===== config.mk =====
export PLATFORM = sky130hd
export DESIGN_NAME = ubm_translator
export DESIGN_NICKNAME = d
export VERILOG_FILES = /design/src/rtl/ubm_pkg.sv /design/src/rtl/ubm_decode.sv /design/src/rtl/ubm_cfg_regs.sv /design/src/rtl/ubm_xlate.sv /design/src/rtl/ubm_translator.sv
export SDC_FILE = /design/constraint.sdc
export NUM_CORES = 1
export LEC_CHECK = 0
export BUFFER_PORTS_ARGS = -buffer_cell sky130_fd_sc_hd__buf_2
export CORE_MARGIN = 5
export CORE_UTILIZATION = 47
export CTS_BUF_LIST = sky130_fd_sc_hd__clkbuf_4
export DETAILED_ROUTE_END_ITERATION = 7
export GPL_TIMING_DRIVEN = 0
export PLACE_DENSITY = 0.78
export SLEW_MARGIN = 5
export SYNTH_ARGS = -nofsm -noshare
export SYNTH_HDL_FRONTEND = slang
export SYNTH_SLANG_ARGS = --single-unit

===== constraint.sdc =====
create_clock -name clk -period 1.9 [get_ports clk]
set_input_delay 0.19 -clock clk [delete_from_list [all_inputs] [get_ports clk]]
set_output_delay 0.19 -clock clk [all_outputs]
set_load 0.005 [all_outputs]

===== src/rtl/ubm_pkg.sv =====
package ubm_pkg;
    localparam int ADDR_W    = 24;
    localparam int PAGE_LSB  = 12;
    localparam int BASE_MSB  = 22;
    localparam int MASK_MSB  = 21;
    localparam int FIELD_W   = 8;
    localparam int PAGE_W    = ADDR_W - PAGE_LSB;
    localparam int BASE_HI_W = BASE_MSB - PAGE_LSB + 1 - FIELD_W;
    localparam int MASK_HI_W = MASK_MSB - PAGE_LSB + 1 - FIELD_W;
    localparam int BASE_PAD  = PAGE_W - (BASE_MSB - PAGE_LSB + 1);
    localparam int MASK_PAD  = PAGE_W - (MASK_MSB - PAGE_LSB + 1);

    typedef enum logic [1:0] {
        SEL_BASE_LO = 2'd0,
        SEL_BASE_HI = 2'd1,
        SEL_MASK_LO = 2'd2,
        SEL_MASK_HI = 2'd3
    } cfg_sel_e;

    typedef struct packed {
        logic [BASE_HI_W-1:0] base_hi;
        logic [FIELD_W-1:0]   base_lo;
        logic [MASK_HI_W-1:0] mask_hi;
        logic [FIELD_W-1:0]   mask_lo;
    } mmu_cfg_t;
endpackage


===== src/rtl/ubm_decode.sv =====
module ubm_decode
    import ubm_pkg::*;
#(
    parameter logic [7:0] CFG_PAGE = 8'hFE
) (
    input  logic              as_n,
    input  logic              uds_n,
    input  logic              rw_n,
    input  logic              fc2,
    input  logic [ADDR_W-1:1] cpu_addr,
    output logic              wr_en,
    output cfg_sel_e          wr_sel
);
    logic in_page;
    logic in_slots;

    always_comb begin
        in_page  = (cpu_addr[ADDR_W-1:ADDR_W-8] == CFG_PAGE);
        in_slots = (cpu_addr[ADDR_W-9:3] == '0);
        wr_en    = !as_n && !rw_n && fc2 && !uds_n && in_page && in_slots;
        wr_sel   = cfg_sel_e'(cpu_addr[2:1]);
    end
endmodule


===== src/rtl/ubm_cfg_regs.sv =====
module ubm_cfg_regs
    import ubm_pkg::*;
(
    input  logic               clk,
    input  logic               rst_n,
    input  logic               wr_en,
    input  cfg_sel_e           wr_sel,
    input  logic [FIELD_W-1:0] wr_byte,
    output mmu_cfg_t           cfg_q
);
    mmu_cfg_t cfg_d;

    always_comb begin
        cfg_d = cfg_q;
        if (wr_en) begin
            case (wr_sel)
                SEL_BASE_LO: cfg_d.base_lo = wr_byte;
                SEL_BASE_HI: cfg_d.base_hi = wr_byte[BASE_HI_W-1:0];
                SEL_MASK_LO: cfg_d.mask_lo = wr_byte;
                SEL_MASK_HI: cfg_d.mask_hi = wr_byte[MASK_HI_W-1:0];
                default:     cfg_d = cfg_q;
            endcase
        end
    end

    always_ff @(posedge clk) begin
        if (!rst_n) cfg_q <= '0;
        else        cfg_q <= cfg_d;
    end
endmodule


===== src/rtl/ubm_xlate.sv =====
module ubm_xlate
    import ubm_pkg::*;
(
    input  logic              as_n,
    input  logic              fc2,
    input  logic [ADDR_W-1:1] cpu_addr,
    input  mmu_cfg_t          cfg,
    output logic [ADDR_W-1:1] phys_addr,
    output logic              bus_err
);
    logic [PAGE_W-1:0] page;
    logic [PAGE_W-1:0] mask_page;
    logic [PAGE_W-1:0] base_page;
    logic [PAGE_W-1:0] user_page;
    logic              outside;

    always_comb begin
        page      = cpu_addr[ADDR_W-1:PAGE_LSB];
        mask_page = {{MASK_PAD{1'b0}}, cfg.mask_hi, cfg.mask_lo};
        base_page = {{BASE_PAD{1'b0}}, cfg.base_hi, cfg.base_lo};
        user_page = (page & mask_page) | base_page;
        outside   = |(page & ~mask_page);
        phys_addr = fc2 ? cpu_addr : {user_page, cpu_addr[PAGE_LSB-1:1]};
        bus_err   = !as_n && !fc2 && outside;
    end
endmodule


===== src/rtl/ubm_translator.sv =====
module ubm_translator
    import ubm_pkg::*;
#(
    parameter logic [7:0] CFG_PAGE = 8'hFE
) (
    input  logic              clk,
    input  logic              rst_n,
    input  logic              as_n,
    input  logic              uds_n,
    input  logic              rw_n,
    input  logic              fc2,
    input  logic [ADDR_W-1:1] cpu_addr,
    input  logic [7:0]        cfg_wdata,
    output logic [ADDR_W-1:1] phys_addr,
    output logic              bus_err
);
    logic     wr_en;
    cfg_sel_e wr_sel;
    mmu_cfg_t cfg_q;

    ubm_decode #(.CFG_PAGE(CFG_PAGE)) u_decode (
        .as_n     (as_n),
        .uds_n    (uds_n),
        .rw_n     (rw_n),
        .fc2      (fc2),
        .cpu_addr (cpu_addr),
        .wr_en    (wr_en),
        .wr_sel   (wr_sel)
    );

    ubm_cfg_regs u_regs (
        .clk     (clk),
        .rst_n   (rst_n),
        .wr_en   (wr_en),
        .wr_sel  (wr_sel),
        .wr_byte (cfg_wdata),
        .cfg_q   (cfg_q)
    );

    ubm_xlate u_xlate (
        .as_n      (as_n),
        .fc2       (fc2),
        .cpu_addr  (cpu_addr),
        .cfg       (cfg_q),
        .phys_addr (phys_addr),
        .bus_err   (bus_err)
    );
endmodule


## After elaboration in Yosys (flattened, before gate mapping)

Index checks and enable logic that the tools add are counted.

- Bits of input ports: 37
- Bits in registers: 21
- Output and inout bits: 24

- Equal/unequal tests: 4
- Multiplexer cells: 1
- Reduce and logical (&&, ||, !) cells: 18
- Bitwise gates (word level): 4

Operators by type and width:

| cell | number |
|---|---|
| 2-to-1 mux 23 bit | 1 |
| zero test 13 bit | 1 |
| bitwise AND 12 x 10 -> 12 bit | 1 |
| bitwise AND 12 bit | 1 |
| inverter 10 -> 12 bit | 1 |
| OR 12 x 11 -> 12 bit | 1 |
| OR reduction 12 bit | 1 |
| == test 8 bit, second input constant | 1 |
| AND reduction 2 bit | 4 |
| logical AND 1 bit | 7 |
| == test 2 bit, second input constant | 2 |
| zero test 1 bit | 4 |
| == test 2 x 1 -> 1 bit, second input constant | 1 |
| zero test 2 bit | 1 |

## Logic depth before layout (Yosys ltp)

Gate-level depths: netlist (run 1).

- Word-level depth: 7
- Depth in mapped cells: 4

## By module

From an unflattened synthesis (run 1), not the netlist that was laid out.

- Cell total of the unflattened synthesis: 153
- Area, all modules: 1237.4 um^2

By module, submodules not included:

| module | sequential area each (um^2) | area an instance (um^2) | cells an instance | instances |
|---|---|---|---|---|
| ubm_cfg_regs | 420.4 | 800.8 | 80 | 1 |
| ubm_xlate | 0.0 | 342.8 | 61 | 1 |
| ubm_decode | 0.0 | 93.8 | 12 | 1 |

## Worst setup path after synthesis (run 1)

OpenSTA, ideal clock, no wires.

- Path kind: input to register
- Start point: input cpu_addr[4] (netlist bit)
- End point: register u_regs.cfg_q[10] (netlist name)
- Arrival time: 1.517 ns
- Library setup time: 0.072 ns
- Path slack: 0.311 ns
- Data required time: 1.828 ns
- Stages: 4
- Cell sequence: or3b_4 -> or3_1 -> nor3_4 -> mux2i_1

- Word-level cells in the longest chain between the ends: 3

RTL lines:

| element | line | source |
|---|---|---|
| start: declaration | ubm_translator.sv:12 | `input logic [ADDR_W-1:1] cpu_addr,` |
| zero test 13 bit | ubm_decode.sv:19 | `in_slots = (cpu_addr[ADDR_W-9:3] == '0);` |
| logical AND 1 bit | ubm_decode.sv:20 | `wr_en = !as_n && !rw_n && fc2 && !uds_n && in_page && in_slots;` |
| AND reduction 2 bit (no source line) | -- |  |

Every way passes these cells.
A chain may end at the register's enable or synchronous reset.

## Worst setup path in the final report (run 1)

- Start point: register u_regs.cfg_q[4] (netlist name)
- End point: output bus_err

- Word-level cells in the longest chain between the ends: 4

RTL lines:

| element | line | source |
|---|---|---|
| inverter 10 -> 12 bit | ubm_xlate.sv:22 | `outside = \|(page & ~mask_page);` |
| bitwise AND 12 bit | ubm_xlate.sv:22 |  |
| OR reduction 12 bit | ubm_xlate.sv:22 |  |
| logical AND 1 bit | ubm_xlate.sv:24 | `bus_err = !as_n && !fc2 && outside;` |
| end: declaration | ubm_translator.sv:15 | `output logic bus_err` |

Every way passes these cells.

==> results of run 1 <==
==> synth_stat cells <==
cell,instances,share of area (%)
mux2_2,1,0.89
and2_1,1,0.49
nand2b_1,2,0.99
nor3_4,1,1.3
o21ai_0,21,8.3
mux2i_1,21,17
a221oi_1,1,0.69
nor4b_1,1,0.69
nand4_4,1,1.7
and4_1,1,0.69
or3b_4,1,0.89
buf_4,11,6.5
a2111oi_0,1,0.69
inv_1,20,5.9
nor4_2,1,0.99
a211oi_1,1,0.59
nand2_1,31,9.2
nor4_4,3,5.0
dfxtp_1,21,33
nor4_1,2,0.99
clkbuf_1,4,1.2
o22ai_1,3,1.5
buf_1,1,0.30
nor2_1,1,0.30
or3_1,1,0.49
==> layout make-up <==
type,count,area (µm²),area share (%)
timing repair buffer,59,295.3,18.11
inverter,20,75.07,4.605
clock buffer,4,30.03,1.842
buffer,16,101.3,6.216
tap,30,37.54,2.302
sequential,21,420.4,25.79
multi-input combinational,96,670.6,41.14
==> cells by family after synthesis <==
logic type,Yosys count
compound gates,27
buf+inv,36
flops,21
mux,22
simple gates,47
==> worst min path at each step <==
stage | endpoint | slack [ns] | cells past startpoint
after global routing | u_regs.cfg_q[16]$_SDFFE_PN0P_ | 0.15 | 3
after floorplan | u_regs.cfg_q[13]$_SDFFE_PN0P_ | 0.35 | 2
after global placement | u_regs.cfg_q[14]$_SDFFE_PN0P_ | 0.44 | 2
after detailed placement | u_regs.cfg_q[18]$_SDFFE_PN0P_ | 0.45 | 2
final | u_regs.cfg_q[5]$_SDFFE_PN0P_ | 0.14 | 3
after CTS | u_regs.cfg_q[5]$_SDFFE_PN0P_ | 0.14 | 3
==> through the flow <==
| step | hold WS, ns | utilization, % | power (mW) |
|---|---|---|---|
| after floorplan | 0.3545 | - | 0.5181 |
| after global placement | 0.4433 | 63.44 | 0.6050 |
| after detailed placement | 0.4497 | 63.44 | 0.6094 |
| after CTS | 0.1362 | 64.63 | 0.8399 |
| after global routing | 0.1483 | 64.63 | 0.8646 |
| final | 0.1421 | 64.63 | 0.8338 |
==> layout by cell type, fill, tap and decap left out, types with 2 or more instances in the layout <==
master,instances
nor4_4,3
nand2b_1,2
clkbuf_1,4
buf_4,11
nor4_1,2
mux2i_1,21
dfxtp_1,21
inv_1,20
o21ai_0,21
buf_2,59
clkbuf_4,4
nand2_1,31
o22ai_1,3
==> power breakdown <==
group	leakage [nW]	internal (mW)	switching, mW
Combinational	0.515	0.0765	0.0826
Sequential	0.169	0.440	0.00000000266
Clock	0.0184	0.0961	0.139
Total	0.702	0.613	0.221
==> per-layer routing <==
layer	up-vias	global-route usage, %
met2	65	32.44
met5	-	0
met3	4	3.719
met4	0	6.667
met1	570	23.18
li1	631	-
==> critical path: stages, from the launching register on <==
cell	delay, ns
dfxtp_1	0.37
o22ai_1	0.11
a2111oi_0	0.41
a211oi_1	0.13
buf_2	0.15
==> impl_metrics.env, run 1 <==
export IMPL_run_status="completed"
export IMPL_setup_viol=0
export IMPL_synth_mux_area_share_pct=17.47
export IMPL_ff2ff_path_depth=2
export IMPL_first_global_vias=1294
export IMPL_top_register="u_regs.cfg_q"
export IMPL_grt_overflow_total=0
export IMPL_cts_sinks=21
export IMPL_boundaryPins=61
export IMPL_ir_drop_mv=0.4318
export IMPL_drt_first_pass_iters=4
export IMPL_cts_root_buf="clkbuf_4"
export IMPL_start_util_pct=50.25
export IMPL_hold_viol_final=0
export IMPL_hpwlAfterDp_um=2878
export IMPL_worst_pin_slew_ns=0.7797
export IMPL_place_ws_ns=-0.09274
export IMPL_synth_top_family_by_area="simple AND/OR/NAND/NOR gates"
export IMPL_crit_arrival_ns=1.47
export IMPL_post_cts_resized=0
export IMPL_r2r_start="u_regs.cfg_q[9]$_SDFFE_PN0P_"
export IMPL_finalNetCount=254
export IMPL_layout_min_cycle_time_ns=1.660
export IMPL_clk_insertion_delay_late_ns=0.30
export IMPL_path_clk_slew_ns=0.12
export IMPL_antenna_left=0
export IMPL_synth_cell_types=25
export IMPL_relSlewSlack_pct=47.63
export IMPL_synth_simple_area_share_pct=23.69
export IMPL_maxUsedRoutingLayer="met4"
export IMPL_p_leak_nw=0.7022
export IMPL_drive_above_1_share_pct=37.96
export IMPL_fin_setup_tns_ns=0
export IMPL_syn_area_per_cell_um2=8.284
export IMPL_fin_crit_sh_pct=87.37
export IMPL_vias=1270
export IMPL_holdBufCountCts=0
export IMPL_startpoint_type="flop"
export IMPL_cp_required_ns=1.71
export IMPL_rsz0062_at_grt="no"
export IMPL_routed_via_density=5.163
export IMPL_wire_per_inst_um=14.39
export IMPL_synth_fa_ha_area_share_pct=0
export IMPL_maxSlewViolCount=0
export IMPL_area_growth_pct=28.63
export IMPL_finalNonFillerCells=246
export IMPL_yosysWarnings=0
export IMPL_finalWirelength_um=3541
export IMPL_max_cap_violations=0
export IMPL_grt_pass1_wl_um=5382
export IMPL_die_y_um=61.93
export IMPL_syn_area_um2=1267
export IMPL_drc=0
export IMPL_chipWidth_um=61.93
export IMPL_largest_reg_flops=21
export IMPL_startpoint="u_regs.cfg_q[4]$_SDFFE_PN0P_"
export IMPL_track_usage_pct=18.80
export IMPL_antenna_cells=0
export IMPL_critPathKind="reg -> out"
export IMPL_hp_start="cfg_wdata[5]"
export IMPL_power_density_nw_per_um2=511.4
export IMPL_min_path_type="in -> reg"
export IMPL_grt_max_degree=12
export IMPL_core_area_um2=2522
export IMPL_r2r_end="u_regs.cfg_q[9]$_SDFFE_PN0P_"
export IMPL_cp_max_fo=3
export IMPL_reg_top3="u_regs.cfg_q: 21 flops"
export IMPL_n_fill_cell=226
export IMPL_r2r_slack_ns=1.24
export IMPL_cts_buffers=3
export IMPL_syn_instance_count=153
export IMPL_synthXorXnorAreaFrac_pct=0
export IMPL_dpl_cell_area_um2=1600
export IMPL_end_kind="output pin"
export IMPL_port_buffers=59
export IMPL_cts_tree="yes"
export IMPL_finalClockSkew_ns=0
export IMPL_fin_ws_ns=0.2400
export IMPL_ys_ff_latch=21
export IMPL_place_inst=242
export IMPL_post_cts_buffers=0
export IMPL_antenna_found_initial=0
export IMPL_place_congestion=0.8594
export IMPL_clk_path_buf_depth=2
export IMPL_fp_row_count=18
export IMPL_fmax_ghz=0.6024
export IMPL_dieArea_um2=3835
export IMPL_drt_met1_wl_um=1478
export IMPL_synth_seq_area_share_pct=33.17
export IMPL_synth_nets=190
export IMPL_drt_initial_drc_count=46
export IMPL_wl_met2_um=1645
export IMPL_htree_levels=1
export IMPL_crit_path_end="bus_err"
export IMPL_design_area_um2=1630
export IMPL_dr_wl_met3_um=389
export IMPL_synth_compound_gate_area_share_pct=11.75
No activity file was read; power rests on OpenSTA's default activity.
==> run 2: changes to the inputs <==
--- a/config.mk
+++ b/config.mk
@@ -11,7 +11,7 @@
 export CTS_BUF_LIST = sky130_fd_sc_hd__clkbuf_4
 export DETAILED_ROUTE_END_ITERATION = 7
 export GPL_TIMING_DRIVEN = 0
-export PLACE_DENSITY = 0.78
+export PLACE_DENSITY = 0.81
 export SLEW_MARGIN = 5
 export SYNTH_ARGS = -nofsm -noshare
 export SYNTH_HDL_FRONTEND = slang
==> run 2 against run 1 <==
Effect of this change:
- cell count is the same
- wire length decreased by 8.5%
- clock skew unchanged
- via count shrank 2.1%
- count of clock-buffer cells in the layout is the same
- sequential power about the same
- critical path type unchanged
- largest cell class unchanged
==> impl_metrics.env, run 2 (same netlist as run 1, synthesis figures left out) <==
export IMPL_area_growth_pct=28.63
export IMPL_path_cells="o22ai_1 -> a2111oi_0 -> a211oi_1 -> buf_2"
export IMPL_gr_usage_met3_pct=3.719
export IMPL_clk_insertion_delay_late_ns=0.29
export IMPL_drt_initial_drc_count=47
export IMPL_cts_sinks=21
export IMPL_finalNetCount=254
export IMPL_finalWirelength_um=3240
export IMPL_port_buffers=59
export IMPL_core_area_um2=2522
export IMPL_maxSlewViolCount=0
export IMPL_holdBufCountCts=0
export IMPL_power_uw=817.5
export IMPL_antenna_found_initial=0
export IMPL_post_cts_buffers=0
export IMPL_setup_viol=0
export IMPL_ir_drop_mv=0.4159
export IMPL_p_leak_nw=0.7022
export IMPL_hpwlAfterDp_um=2678
export IMPL_fmax_ghz=0.6149
export IMPL_grt_busiest_layer="met2"
export IMPL_gr_usage_met1_pct=23.93
export IMPL_post_cts_resized=0
export IMPL_end_kind="output pin"
export IMPL_crit_family="compound AO/OA/AOI/OAI gates"
export IMPL_cp_required_ns=1.71
export IMPL_place_congestion=0.8313
export IMPL_mostFrequentLayoutCells="buf_2, nand2_1, o21ai_0, mux2i_1, dfxtp_1"
export IMPL_crit_arrival_ns=1.44
export IMPL_dieArea_um2=3835
export IMPL_boundaryPins=61
export IMPL_fp_row_count=18
export IMPL_max_cap_violations=0
export IMPL_min_path_type="in -> reg"
export IMPL_rsz0062_at_grt="no"
export IMPL_grt_pass1_wl_um=5037
export IMPL_drc=0
export IMPL_vias=1243
export IMPL_grt_max_degree=12
export IMPL_fin_crit_sh_pct=85.60
export IMPL_finalClockSkew_ns=0
export IMPL_gr_usage_met2_pct=29.60
export IMPL_first_global_vias=1141
export IMPL_worst_pin_slew_ns=0.7305
export IMPL_start_util_pct=50.25
export IMPL_wire_per_inst_um=13.17
export IMPL_cts_tree="yes"
export IMPL_reg_top3="u_regs.cfg_q: 21 flops"
export IMPL_die_y_um=61.93
export IMPL_hold_viol_final=0
export IMPL_path_clk_slew_ns=0.11
export IMPL_dpl_cell_area_um2=1600
export IMPL_critical_path_slowest_cell="a2111oi_0"
export IMPL_routed_via_density=5.053
export IMPL_design_area_um2=1630
export IMPL_relSlewSlack_pct=50.93
export IMPL_largest_reg_flops=21
export IMPL_track_usage_pct=17.68
export IMPL_run_status="completed"
export IMPL_antenna_cells=0
export IMPL_power_density_nw_per_um2=501.4
export IMPL_slowest_delay_ns=0.39
export IMPL_top_register="u_regs.cfg_q"
export IMPL_chipWidth_um=61.93
export IMPL_clk_path_buf_depth=2
export IMPL_n_fill_cell=259
export IMPL_startpoint_type="flop"
export IMPL_antenna_left=0
export IMPL_finish_utilization_pct=64.63
export IMPL_layout_commonest_cell="buf_2"
export IMPL_crit_buf_inv=1
export IMPL_cts_root_buf="clkbuf_4"
export IMPL_cts_buffers=3
export IMPL_grt_overflow_total=0
export IMPL_critPathKind="reg -> out"
export IMPL_drt_first_pass_iters=4
export IMPL_cp_max_fo=3
export IMPL_layout_min_cycle_time_ns=1.626
export IMPL_drive_above_1_share_pct=37.96
export IMPL_htree_levels=1
==> run 2: cell counts in the layout (fill, tap and decap cells not counted) <==
Identical to the previous run, type by type.
==> run 2: worst register-to-register path, delay by kind of cell, from the launching register on <==
kind / cells / cell delay (ns)
DFF: 1 / 0.38
muxes: 1 / 0.14
and+or+nand+nor: 1 / 0.06
==> run 2: cell type report <==
class                      count  area [µm²]  area share, %
buffer                        16       101.3          6.216
clock buffer                   4       30.03          1.842
inverter                      20       75.07          4.605
multi-input combinational     96       670.6          41.14
sequential                    21       420.4          25.79
tap                           30       37.54          2.302
timing repair buffer          59       295.3          18.11
==> run 2: worst paths after layout <==
path	start	to	slack, ns	cells after the start
worst min-delay path	cfg_wdata[3]	u_regs.cfg_q[13]$_SDFFE_PN0P_	0.16	3
worst max-delay path	u_regs.cfg_q[6]$_SDFFE_PN0P_	bus_err	0.27	4
worst max register to register	u_regs.cfg_q[1]$_SDFFE_PN0P_	u_regs.cfg_q[1]$_SDFFE_PN0P_	1.26	2
worst min register to register	u_regs.cfg_q[16]$_SDFFE_PN0P_	u_regs.cfg_q[16]$_SDFFE_PN0P_	0.46	2
==> run 2: routing by layer <==
metal | wire length [µm] | part of all wire [%]
met1 | 1368 | 42
met2 | 1442 | 45
met3 | 411 | 13
met4 | 18 | 0.56
met5 | 0 | 0
==> run 2: per-stage QoR <==
stage                     std cells  setup TNS, ns  setup WS (ns)  hold slack [ns]
after global routing            246              0         0.1383           0.1522
after floorplan                 153              0         0.3113           0.3545
final                           246              0         0.2736           0.1596
after CTS                       246              0         0.2684           0.1584
after global placement          242       -0.02979       -0.01425           0.4425
after detailed placement        242        -0.1393       -0.03421           0.4469
==> run 2: power by group <==
group / internal (mW) / leakage (nW) / switching (mW)
Clock: 0.0958 / 0.0184 / 0.125
Combinational: 0.0764 / 0.515 / 0.0804
Sequential: 0.440 / 0.169 / 0.00000000256
Total: 0.612 / 0.702 / 0.205
